### src/rtl/rpc_pkg.sv
// Package: shared decode types and register offsets for the remap/pause
// controller. Assumes byte offsets with word-aligned registers.
package rpc_pkg;

    // Register slots in the window; order is only an index, not an address.
    typedef enum logic [2:0] {
        SLOT_PAUSE  = 3'd0,
        SLOT_IDENT  = 3'd1,
        SLOT_LEAVE  = 3'd2,
        SLOT_STSET  = 3'd3,
        SLOT_STCLR  = 3'd4
    } slot_e;

    localparam int NSLOT = 5;

    // Byte offset of each slot; software depends on these values.
    function automatic logic [7:0] slot_offset(input int idx);
        case (idx)
            0:       slot_offset = 8'h00;
            1:       slot_offset = 8'h10;
            2:       slot_offset = 8'h20;
            3:       slot_offset = 8'h30;
            default: slot_offset = 8'h34;
        endcase
    endfunction

    // Write commands after decode.
    typedef struct packed {
        logic pause;
        logic leave;
        logic st_set;
        logic st_clr;
    } wr_cmd_t;

    // Read selects after decode.
    typedef struct packed {
        logic ident;
        logic status;
    } rd_sel_t;

endpackage

### src/rtl/rpc_decode.sv
// Module: rpc_decode
// Turns a register-port access into one-hot write commands and read selects.
// Assumes AW >= 6 and that only exact word-aligned offsets match a slot, so
// misaligned or unmapped offsets select nothing.
module rpc_decode
    import rpc_pkg::*;
#(
    parameter int AW = 6
) (
    input  logic          re,
    input  logic          we,
    input  logic [AW-1:0] addr,
    output wr_cmd_t       wr_cmd,
    output rd_sel_t       rd_sel
);

    logic [NSLOT-1:0] hit;

    // One comparator per slot, generated from the offset table.
    for (genvar i = 0; i < NSLOT; i++) begin : g_slot
        localparam logic [7:0] OFS = slot_offset(i);
        assign hit[i] = (addr == AW'(OFS));
    end

    // Qualify slot hits with the strobes; reserved directions map to nothing.
    always_comb begin
        wr_cmd.pause  = we && hit[SLOT_PAUSE];
        wr_cmd.leave  = we && hit[SLOT_LEAVE];
        wr_cmd.st_set = we && hit[SLOT_STSET];
        wr_cmd.st_clr = we && hit[SLOT_STCLR];
        rd_sel.ident  = re && hit[SLOT_IDENT];
        rd_sel.status = re && hit[SLOT_STSET];
    end

endmodule

### src/rtl/rpc_halt_ctrl.sv
// Module: rpc_halt_ctrl
// Holds the halt request from a pause command until an interrupt is seen.
// Assumes irq is synchronous to clk; the interrupt overrides a pause in the
// same cycle.
module rpc_halt_ctrl (
    input  logic clk,
    input  logic rst_n,
    input  logic pause,
    input  logic irq,
    output logic halt
);

    // Set on pause, cleared by interrupt (interrupt has priority).
    always_ff @(posedge clk) begin
        if (!rst_n)     halt <= 1'b0;
        else if (irq)   halt <= 1'b0;
        else if (pause) halt <= 1'b1;
    end

endmodule

### src/rtl/rpc_status_flag.sv
// Module: rpc_status_flag
// Sticky power-on-reset flag. Reset forces it to 1; software sets or clears
// it. Assumes set and clear never arrive together (distinct offsets).
module rpc_status_flag (
    input  logic clk,
    input  logic rst_n,
    input  logic set,
    input  logic clr,
    output logic flag
);

    // Reset marks a power-on; afterwards software owns the flag.
    always_ff @(posedge clk) begin
        if (!rst_n)   flag <= 1'b1;
        else if (set) flag <= 1'b1;
        else if (clr) flag <= 1'b0;
    end

endmodule

### src/rtl/rpc_remap_pause.sv
// Module: rpc_remap_pause (top)
// Boot-control register target: identification word, halt-until-interrupt,
// sticky reset-status flag and a one-shot leave-boot-map command.
// Assumes a synchronous register port with combinational read data; writes
// carry no data because every effect depends on the offset alone.
module rpc_remap_pause
    import rpc_pkg::*;
#(
    parameter int          AW      = 6,
    parameter int          DW      = 32,
    parameter logic [DW-1:0] ID_WORD = DW'(32'h7D15_0C3A)
) (
    input  logic          clk,
    input  logic          rst_n,
    input  logic          reg_re,
    input  logic          reg_we,
    input  logic [AW-1:0] reg_addr,
    output logic [DW-1:0] reg_rdata,
    input  logic          irq_i,
    output logic          halt_o,
    output logic          boot_map_clr_o
);

    wr_cmd_t wr_cmd;
    rd_sel_t rd_sel;
    logic    status_q;
    logic    leave_q;

    rpc_decode #(.AW(AW)) u_decode (
        .re     (reg_re),
        .we     (reg_we),
        .addr   (reg_addr),
        .wr_cmd (wr_cmd),
        .rd_sel (rd_sel)
    );

    rpc_halt_ctrl u_halt (
        .clk   (clk),
        .rst_n (rst_n),
        .pause (wr_cmd.pause),
        .irq   (irq_i),
        .halt  (halt_o)
    );

    rpc_status_flag u_status (
        .clk   (clk),
        .rst_n (rst_n),
        .set   (wr_cmd.st_set),
        .clr   (wr_cmd.st_clr),
        .flag  (status_q)
    );

    // Register the leave command so it appears as a clean one-cycle pulse.
    always_ff @(posedge clk) begin
        if (!rst_n) leave_q <= 1'b0;
        else        leave_q <= wr_cmd.leave;
    end

    assign boot_map_clr_o = leave_q;

    // Read mux: selected register or zero for reserved, unmapped, idle.
    always_comb begin
        reg_rdata = '0;
        if (rd_sel.ident)  reg_rdata = ID_WORD;
        if (rd_sel.status) reg_rdata = DW'(status_q);
    end

endmodule

### config.mk
export PLATFORM = sky130hd
export DESIGN_NAME = rpc_remap_pause
export DESIGN_NICKNAME = d
export VERILOG_FILES = /design/src/rtl/rpc_pkg.sv /design/src/rtl/rpc_decode.sv /design/src/rtl/rpc_halt_ctrl.sv /design/src/rtl/rpc_status_flag.sv /design/src/rtl/rpc_remap_pause.sv
export SDC_FILE = /design/constraint.sdc
export NUM_CORES = 1
export LEC_CHECK = 0
export ABC_CLOCK_PERIOD_IN_PS = 1600
export BUFFER_PORTS_ARGS = -buffer_cell sky130_fd_sc_hd__buf_2
export CORE_AREA = 2 2 39 41
export DETAILED_ROUTE_END_ITERATION = 16
export DIE_AREA = 0 0 41 43
export GPL_TIMING_DRIVEN = 0
export PLACE_DENSITY = 0.79
export SYNTH_ARGS = -nofsm -noshare
export SYNTH_HDL_FRONTEND = slang
export SYNTH_SLANG_ARGS = --single-unit
### constraint.sdc
create_clock -name clk -period 1.6 [get_ports clk]
set_input_delay 0.24 -clock clk [delete_from_list [all_inputs] [get_ports clk]]
set_output_delay 0.24 -clock clk [all_outputs]
set_load 0.01 [all_outputs]
# --- After elaboration in Yosys (flattened, before gate mapping) ---
# Cells that the tools add are included.
totals:
  reg_bits: 3
  in_bits: 11
  out_inout_bits: 34
  word_cells: 19
classes:
  eq_ne: 4
  n_mux: 2
  n_bitwise: 1
  n_reduce_logical: 9
ops:
  columns: ["op", "n"]
  rows:
  - ["$mux W32", 1]
  - ["$mux W31", 1]
  - ["$eq A6 B6 Y1 const B", 3]
  - ["$eq A6 B5 Y1 const B", 1]
  - ["$logic_and A1 B1 Y1", 6]
  - ["$logic_not A6 Y1", 1]
  - ["$reduce_or A2 Y1", 2]
  - ["$not A1 Y1", 1]

# --- Depth between registers and ports, before layout ---
# Gate-level depths: netlist (run 1).
depth:
  word_depth: 4
  mapped_depth: 4
  mapped_depth_nobuf: 3

# --- Hierarchy ---
# A second synthesis (run 1) with hierarchy kept.
unflattened:
  hier_cells: 54
  hier_area_um2: 421.7
by_module_without_submodules:
  columns: ["mod", "instances", "cells_each", "area_per_inst_um2", "seq_area_each_um2"]
  rows:
  - ["rpc_remap_pause", 1, 35, 271.5, 20.0]
  - ["rpc_decode", 1, 13, 80.1, 0.0]
  - ["rpc_halt_ctrl", 1, 3, 36.3, 20.0]
  - ["rpc_status_flag", 1, 3, 33.8, 20.0]

# --- Worst setup path before layout (run 1) ---
# Ideal clock, no wire load.
synth_path:
  path_kind: "input -> output"
  start: "input port reg_addr[3]"
  end: "output port reg_rdata[10]"
  t_arrival_ps: 1274
  required_time_ps: 1360
  path_slack_ps: 86
  stages: 4
  path_buffers: 1
  cell_sequence: "nor3_2 and4b_1 and2_1 buf_4"
synth_via:
  elab_chain_len: 4
synth_rtl:
  columns: ["element", "line", "rtl"]
  rows:
  - ["from (decl)", "rpc_remap_pause.sv:17", "input logic [AW-1:0] reg_addr,"]
  - ["$eq A6 B5 Y1", "rpc_decode.sv:22", "assign hit[i] = (addr == AW'(OFS));"]
  - ["$logic_and A1 B1 Y1", "rpc_decode.sv:31", "rd_sel.ident = re && hit[SLOT_IDENT];"]
  - ["$mux W31", "rpc_remap_pause.sv:64", "if (rd_sel.ident) reg_rdata = ID_WORD;"]
  - ["$mux W32 *", "rpc_remap_pause.sv:65", "if (rd_sel.status) reg_rdata = DW'(status_q);"]
  - ["to (decl)", "rpc_remap_pause.sv:18", "output logic [DW-1:0] reg_rdata,"]
# Every way passes the cells marked *; elsewhere a longest branch is shown, timed or not.

# --- Worst setup path after layout (run 1) ---
layout_path:
  start: "input port reg_addr[3]"
  end: "output port reg_rdata[26]"
# The elaborated chain is that of the path after synthesis.

==> reports/metrics.yaml, run 1 <==
synth:
  ys_warn_count: 0
  synth-seq-cells: 3
  avgSynthCellArea_sq_um: 7.86
  synth_cells: 49
  synth_area_sq_um: 385
  yosysSeqAreaShare_pct: 15.6
  synth_cell_types: 16
critical_path:
  reg2reg_from: "u_status.flag$_SDFFE_PP1P_"
  startpoint: "reg_addr[3]"
  worst_path_max_delay_cell: "and4b_1"
  critical_path.max_fanout: 15
  crit_top_cell: "buf_2"
  crit_family: "simple AND/OR/NAND/NOR gates"
  endpoint_kind: "output pin"
  cp_cell_sequence: "buf_2, nor3_4, and4b_1, and2_4, buf_4, buf_2"
  critical_path_buf_inv_count: 3
  cpPeakStageDelay_ns: 0.24
  cp.required_ns: 1.36
  worstPathArrival_ns: 1.28
  critPathLaunchType: "input pin"
  critical_path_class: "input pin to output pin"
pwr:
  ir_drop_uv: 282
  power_switching_w: 0.0000840
  seqPwrFrac_pct: 25.6
  power_frac_clock_pct: 47.6
  combPwrFrac_pct: 26.7
  p_sw_share_pct: 28.5
  leakagePower_nw: 0.432
  power.density_nw_per_um2: 463
  p_int_w: 0.000211
timing:
  timing.hold.ws_ns: 0.161
  clock_skew_ns: 0
  min_period_over_period_pct: 95.0
  grt_setup_unrepaired: "true"
  finalHoldViolations: 0
  period_needed_ns: 1.52
  setup_violations: 0
  finalMaxSlewViolations: 0
  setup_slack_ns: 0.0794
  clock.fmax_mhz: 658
die:
  io_pins: 45
  row_count: 14
  dieArea_sq_um: 1760
  core_sq_um: 1380
  die_w_um: 41
  die_height_um: 43
  initial_utilization_pct: 27.8
place:
  place_ws_ns: -0.217
  port_buffers: 28
  gp_congestion: 0.659
  hpwl_um: 652
  placed_cells: 108
global_route:
  grtUsageTotal_pct: 10.7
  grt_start_max_net_pins: 16
  grt_pass1_vias: 328
  grt_pass1_wl_mm: 1.24
  antenna_found_initial: 0
  grt_overflow: 0
cells_and_area:
  final_core_util_pct: 46.0
  syn_to_final_growth_pct: 65.3
  antenna_cells: 0
  nets: 108
  layout.cells.non_filler: 112
  drive_gt1_share_pct: 65.6
routing:
  drtAntennaViolNets: 0
  drc: 0
  wl_um: 784
  wire_per_inst_um: 7.00
  via_per_inst: 3.46
  drt_iter0_markers: 3
  vias: 388
  dr.pass1.iters: 4
cts:
  cts_max_level: 1
  cts.clk_slew.worst_paths_ns: 0.03
  cts_buffers: 3
  clkLatencyLatePin_ns: 0.24
  post-cts-setup-buffers: 0
  clockBufferDepth: 2
  cts_hold_buf: 0
  clock-sinks: 3
  cts_tree: "done"
  cts_root_buffer: "clkbuf_4"
run:
  max_cap_violations: 0
outcome:
  outcome: "complete, no violations"
worst_hold_path:
  worstHoldStart: "irq_i"
  worst_hold_path_type: "input pin to flip-flop"
cell type report:
class	count	area, sq um
Multi-Input combinational cell	30	161
Sequential cell	3	60.1
Tap cell	16	20.0
Inverter	1	3.75
Clock buffer	4	26.3
Buffer	30	225
Fill cell	145	747
Timing Repair Buffer	28	140
path summary, 6_finish.rpt:
kind                           endpoint  slack [ns]  depth (start not counted)
min reg2reg  u_status.flag$_SDFFE_PP1P_        0.56                          2
max reg2reg  u_status.flag$_SDFFE_PP1P_        0.76                          2
min            u_halt.halt$_SDFFE_PP0P_        0.16                          2
max                       reg_rdata[26]        0.08                          6
routing by layer:
metal	vias up	wire length, um	global-route usage, %
li1	204	-	-
met1	155	238	9.24
met2	26	437	17.8
met3	3	79	3.14
met4	0	29	10.0
met5	-	0	0
stage by stage:
step | instance area, sq um | TNS [ns] | total power, W
finish | 637 | 0 | 0.000295
global route | 637 | -0.0926 | 0.000324
CTS | 631 | 0 | 0.000297
detailed placement | 602 | -3.13 | 0.000151
global placement | 602 | -2.67 | 0.000151
floorplan | 442 | 0 | 0.000132
repair_timing:
action,4_1_cts,5_1_grt
endpoints found under the setup margin,15,14
pin swaps,0,1
gates resized for setup,2,1
synth_stat cells:
cell | number | area, sq um
nand4_1 | 1 | 6.26
buf_4 | 30 | 225
and2_1 | 1 | 6.26
nor2_1 | 2 | 7.51
dfxtp_1 | 3 | 60.1
and4b_1 | 1 | 10.0
nand2b_1 | 1 | 6.26
mux2_1 | 1 | 11.3
nand2_1 | 2 | 7.51
a41oi_1 | 1 | 8.76
nor3b_1 | 1 | 7.51
and3_1 | 1 | 6.26
nor3_2 | 1 | 10.0
inv_1 | 1 | 3.75
nand3_1 | 1 | 5.00
conb_1 | 1 | 3.75
sequential cells by signal, indices dropped and copies added, names as in the netlist:
signal	flops
boot_map_clr_o	1
u_halt.halt	1
u_status.flag	1
kinds of logic after synthesis:
group	share of synthesized area (%)
other cells	0.973
simple gates	18.8
buf+inv	59.4
mux	2.92
flops	15.6
compound gates	2.27
power groups by stage:
stage / logic (W) / clock network (W) / registers, W
6_report: 0.0000788 / 0.000141 / 0.0000756
5_1_grt: 0.0000863 / 0.000162 / 0.0000753
4_1_cts: 0.0000753 / 0.000147 / 0.0000755
3_5_place_dp: 0.0000743 / 0 / 0.0000768
3_3_place_gp: 0.0000738 / 0 / 0.0000768
2_1_floorplan: 0.0000554 / 0 / 0.0000769
placed cells by master (no fill, tap or decap), types with 2 or more instances in the layout:
| cell | count |
|---|---|
| buf_2 | 28 |
| buf_4 | 30 |
| clkbuf_4 | 3 |
| conb_1 | 16 |
| dfxtp_1 | 3 |
| nand2_1 | 2 |
| nor2_1 | 2 |
No activity file was read; power rests on OpenSTA's default activity.
==> run 2, diff against run 1 <==
--- a/config.mk
+++ b/config.mk
@@ -7,11 +7,10 @@
 export LEC_CHECK = 0
 export ABC_CLOCK_PERIOD_IN_PS = 1600
 export BUFFER_PORTS_ARGS = -buffer_cell sky130_fd_sc_hd__buf_2
-export CORE_AREA = 2 2 39 41
+export CORE_UTILIZATION = 28
 export DETAILED_ROUTE_END_ITERATION = 16
-export DIE_AREA = 0 0 41 43
 export GPL_TIMING_DRIVEN = 0
-export PLACE_DENSITY = 0.79
+export PLACE_DENSITY = 0.77
 export SYNTH_ARGS = -nofsm -noshare
 export SYNTH_HDL_FRONTEND = slang
 export SYNTH_SLANG_ARGS = --single-unit
==> reports/metrics.yaml, run 2 (synthesized netlist as in run 1, its figures left out) <==
place:
  hpwl_um: 610  # -6.5%
  gp_congestion: 0.674  # +2.2%
  port_buffers: 28  # unchanged
  place_area_sq_um: 601  # -0.21%
global_route:
  antenna_found_initial: 0  # unchanged
  grt_pass1_vias: 288  # -12%
  grt_overflow: 0  # unchanged
  grt_pass1_wl_mm: 1.02  # -17%
  grtUsageTotal_pct: 9.96  # -0.75 points
  grt_start_max_net_pins: 16  # unchanged
cts:
  cts_tree: "done"
  post-cts-setup-buffers: 0  # unchanged
  clockBufferDepth: 2  # unchanged
  clock-sinks: 3  # unchanged
  cts_max_level: 1  # unchanged
  cts_buffers: 3  # unchanged
  cts.clk_slew.worst_paths_ns: 0.04  # about the same
  cts_root_buffer: "clkbuf_4"
  cts_hold_buf: 0  # unchanged
  clkLatencyLatePin_ns: 0.24  # about the same
worst_hold_path:
  min_path_cells: 2  # unchanged
  min_to: "u_halt.halt$_SDFFE_PP0P_"
  worst_hold_path_type: "input pin to flip-flop"
  worstHoldStart: "irq_i"
die:
  die_height_um: 39.1  # -9.1%
  io_pins: 45  # unchanged
  dieArea_sq_um: 1530  # -13%
  row_count: 13  # -1
  die_w_um: 39.1  # -4.6%
  initial_utilization_pct: 30.0  # +2.1 points
  core_sq_um: 1280  # -7.1%
timing:
  min_period_over_period_pct: 95.1  # about the same
  finalMaxSlewViolations: 0  # unchanged
  period_needed_ns: 1.52  # +0.00125 ns
  finalHoldViolations: 0  # unchanged
  setup_violations: 0  # unchanged
  timing.hold.ws_ns: 0.161  # +0.000455 ns
  grt_setup_unrepaired: "false"
  clock.fmax_mhz: 657  # about the same
  clock_skew_ns: 0  # unchanged
cells_and_area:
  antenna_cells: 0  # unchanged
  final_common_cell: "buf_4"
  finish.instance_area_sq_um: 636  # -0.20%
  multi_input_area_sq_um: 161  # unchanged
  drive_gt1_share_pct: 65.6  # unchanged
  syn_to_final_growth_pct: 64.9
  final_cell_mix: "buf_4 (30), buf_2 (28), conb_1 (16)"
  fillers: 133  # -8.3%
  nets: 108  # unchanged
  regArea_sq_um: 60.1  # unchanged
critical_path:
  worstPathArrival_ns: 1.28  # about the same
  endpoint_kind: "output pin"
  cp.required_ns: 1.36  # about the same
  critPathLaunchType: "input pin"
  startpoint: "reg_addr[3]"
  r2r_cells: 2  # unchanged
  worstReg2RegEnd: "u_status.flag$_SDFFE_PP1P_"
  reg2reg_from: "u_status.flag$_SDFFE_PP1P_"
  reg2reg_setup_slack_ns: 0.78  # +0.02 ns
  critical_path_class: "input pin to output pin"
  critical_path.max_fanout: 15  # unchanged
routing:
  drc: 0  # unchanged
  via_per_inst: 3.46  # -0.14%
  vias: 384  # -1.0%
  dr.pass1.iters: 4  # unchanged
  wl_um: 733  # -6.5%
  wire_per_inst_um: 6.60  # -5.7%
  drt_iter0_markers: 2  # -1
  drtAntennaViolNets: 0  # unchanged
pwr:
  ir_drop_uv: 323  # +15%
  power.density_nw_per_um2: 454  # -1.9%
  leakagePower_nw: 0.432  # about the same
run:
  max_cap_violations: 0  # unchanged
outcome:
  outcome: "complete, no violations"
==> run 2: cell counts in the layout (fill, tap and decap cells not counted) <==
No cell type changed its count.
==> run 2: report_power, final <==
| part | total (W) | switching, W | internal [W] |
|---|---|---|---|
| combinational | 0.0000786 | 0.0000370 | 0.0000415 |
| sequential | 0.0000756 | 0.000000111 | 0.0000755 |
| clock | 0.000135 | 0.0000411 | 0.0000936 |
==> run 2: worst max path at each step <==
stage | endpoint | slack, ns | cells past startpoint
floorplan | reg_rdata[10] | 0.09 | 4
global placement | reg_rdata[3] | -0.18 | 6
detailed placement | reg_rdata[30] | -0.23 | 6
CTS | reg_rdata[30] | 0.03 | 6
global route | reg_rdata[26] | 0.004 | 6
finish | reg_rdata[30] | 0.08 | 6
==> run 2: layout make-up <==
cell class | count | share of cell area (%)
multi-input combinational | 30 | 25.4
inverter | 1 | 0.591
sequential | 3 | 9.45
buffer | 30 | 35.4
tap | 15 | 2.95
clock buffer | 4 | 4.13
timing repair buffer | 28 | 22.0
==> run 2: critical path: stages <==
cell and delay [ns]:
buf_2 0.11, nor3_4 0.22, and4b_1 0.24, and2_4 0.23, buf_4 0.13, buf_2 0.11
==> run 2: timing repair <==
action                     4_1_cts  5_1_grt
setup endpoints to repair       15       14
cloned                           0        0
resized for setup                2        1
==> run 2: through the flow <==
step	util, %	setup WS, ns	TNS [ns]	total power (W)	std cells
after floorplan	-	0.0859	0	0.000132	64
after global placement	46.7	-0.182	-2.64	0.000151	107
after detailed placement	46.7	-0.235	-3.36	0.000151	107
after CTS	49.0	0.0261	0	0.000294	111
after global routing	49.5	0.00372	0	0.000311	111
final	49.5	0.0781	0	0.000289	111
==> run 2: per-layer routing <==
layer | vias up | wire length [um] | global-route usage [%]
li1 | 205 | - | -
met1 | 154 | 234 | 8.50
met2 | 25 | 426 | 20.8
met3 | 0 | 72 | 0
met4 | 0 | 0 | 7.76
met5 | - | 0 | 0
==> run 3, diff against run 2 <==
==> constraint.sdc (replaced) <==
create_clock -name clk -period 1.6 [get_ports clk]
set_input_delay 0.32 -clock clk [delete_from_list [all_inputs] [get_ports clk]]
set_output_delay 0.32 -clock clk [all_outputs]
set_load 0.01 [all_outputs]
==> reports/metrics.yaml, run 3 (synthesized netlist as in run 1, its figures left out) <==
pwr:
  power_switching_w: 0.0000738  # -5.7%
  leakagePower_nw: 0.459  # +6.2%
  power_frac_clock_pct: 44.0  # -2.6 points
  seqPwrFrac_pct: 26.0  # -0.2 points
  p_sw_share_pct: 25.3  # -1.8 points
  p_int_w: 0.000217  # +3.3%
  ir_drop_uv: 365  # +13%
  combPwrFrac_pct: 30.0  # +2.8 points
  power.density_nw_per_um2: 374  # -18%
global_route:
  grt_start_max_net_pins: 9  # -7
  antenna_found_initial: 0  # unchanged
  grt_overflow: 0  # unchanged
  grt_pass1_wl_mm: 1.23  # +20%
  grtUsageTotal_pct: 12.3  # +2.4 points
  grt_pass1_vias: 335  # +16%
cells_and_area:
  nets: 110  # +1.9%
  drive_gt1_share_pct: 66.3  # +0.70 points
  syn_to_final_growth_pct: 102
  antenna_cells: 0  # unchanged
  final_cell_mix: "buf_4 (24), buf_6 (23), conb_1 (16)"
  final_common_cell: "buf_4"
place:
  gp_congestion: 0.642  # -4.7%
  place_ws_ns: -0.205  # +0.0295 ns
  hpwl_um: 608  # -0.23%
  port_buffers: 28  # unchanged
cts:
  cts_max_level: 1  # unchanged
  clock-sinks: 3  # unchanged
  cts_tree: "done"
  cts.clk_slew.worst_paths_ns: 0.04  # about the same
  cts_hold_buf: 0  # unchanged
  cts_root_buffer: "clkbuf_4"
  clockBufferDepth: 2  # unchanged
  clkLatencyLatePin_ns: 0.23  # about the same
  cts_buffers: 3  # unchanged
timing:
  finalMaxSlewViolations: 0  # unchanged
  timing.hold.ws_ns: 0.252  # +0.0902 ns
  fin_setup_tns_ns: 0  # unchanged
  finalHoldViolations: 0  # unchanged
  period_needed_ns: 1.60  # +0.0780 ns
  setup_slack_ns: 0.0000621  # -0.0780 ns
  grt_setup_unrepaired: "true"
  setup_violations: 0  # unchanged
  clock_skew_ns: 0  # unchanged
  clock.fmax_mhz: 625  # -4.9%
  min_period_over_period_pct: 100  # +4.9 points
critical_path:
  endpoint_kind: "output pin"
  critical_path_class: "input pin to output pin"
  worstPathArrival_ns: 1.28  # about the same
  critical_path.max_fanout: 8  # -7
  critPathLaunchType: "input pin"
  cp.required_ns: 1.28  # -0.08 ns
die:
  core_sq_um: 1280  # unchanged
  io_pins: 45  # unchanged
  row_count: 13  # unchanged
  die_w_um: 39.1  # unchanged
  initial_utilization_pct: 30.0  # unchanged
  dieArea_sq_um: 1530  # unchanged
  die_height_um: 39.1  # unchanged
routing:
  vias: 406  # +5.7%
  drt_iter0_markers: 1  # -1
  drc: 0  # unchanged
  via_per_inst: 3.59  # +3.9%
  dr.pass1.iters: 2  # -2
  drtAntennaViolNets: 0  # unchanged
  wire_per_inst_um: 7.70  # +17%
  wl_um: 870  # +19%
outcome:
  outcome: "complete, no violations"
run:
  max_cap_violations: 0  # unchanged
worst_hold_path:
  worst_hold_path_type: "input pin to flip-flop"
## run 3: changes by cell type in the layout (fill, tap and decap cells not counted)
cell / delta
and2_4: +1
buf_2: -16
buf_4: -6
buf_6: +23
## run 3: power groups by stage
stage / Clock, W / Combinational (W) / Sequential (W)
2_1_floorplan: 0 / 0.0000555 / 0.0000769
3_3_place_gp: 0 / 0.0000737 / 0.0000768
3_5_place_dp: 0 / 0.0000746 / 0.0000768
4_1_cts: 0.000134 / 0.0000824 / 0.0000756
5_1_grt: 0.000138 / 0.0000974 / 0.0000756
6_report: 0.000128 / 0.0000874 / 0.0000757
## run 3: path summary, 6_finish.rpt
path                                endpoint  cells after the start  slack [ns]                        from
hold reg to reg   u_status.flag$_SDFFE_PP1P_                      2        0.54  u_status.flag$_SDFFE_PP1P_
setup reg to reg  u_status.flag$_SDFFE_PP1P_                      2        0.78  u_status.flag$_SDFFE_PP1P_
hold / removal      u_halt.halt$_SDFFE_PP0P_                      2        0.25                       irq_i
setup / recovery                reg_rdata[4]                      6     0.00006                 reg_addr[0]
## run 3: metal layers
metal  vias up  GRT usage, %  share of wire (%)
met3         0          5.20                7.9
li1        210             -                  -
met2        28          25.4                 56
met5         -             0                  0
met4         0          5.17                  0
met1       168          9.52                 36
## run 3: per-stage QoR
stage | utilization [%] | area, sq um | total power, W | cells
after floorplan | - | 443 | 0.000132 | 64
final | 60.6 | 778 | 0.000291 | 113
after global routing | 60.6 | 778 | 0.000311 | 113
after global placement | 46.8 | 602 | 0.000151 | 107
after CTS | 55.4 | 712 | 0.000292 | 113
after detailed placement | 46.8 | 602 | 0.000151 | 107
## run 3: layout make-up
| cell class | instances | area (sq um) |
|---|---|---|
| fill | 115 | 507 |
| buffer | 30 | 251 |
| multi-input combinational | 31 | 170 |
| tap | 15 | 18.8 |
| timing repair buffer | 29 | 248 |
| inverter | 1 | 3.75 |
| clock buffer | 4 | 26.3 |
| sequential | 3 | 60.1 |
## run 3: what timing repair did
item,CTS,global route
endpoints found under the setup margin,15,14
resized for setup,13,13
setup buffers,1,0
pin swaps,3,1
gates cloned,1,0
## run 3: worst max-delay path, cell delays in order
cell and delay [ns]:
buf_6 0.10, nor3_4 0.18, and4b_1 0.26, and2_4 0.21
buf_4 0.12, buf_6 0.09
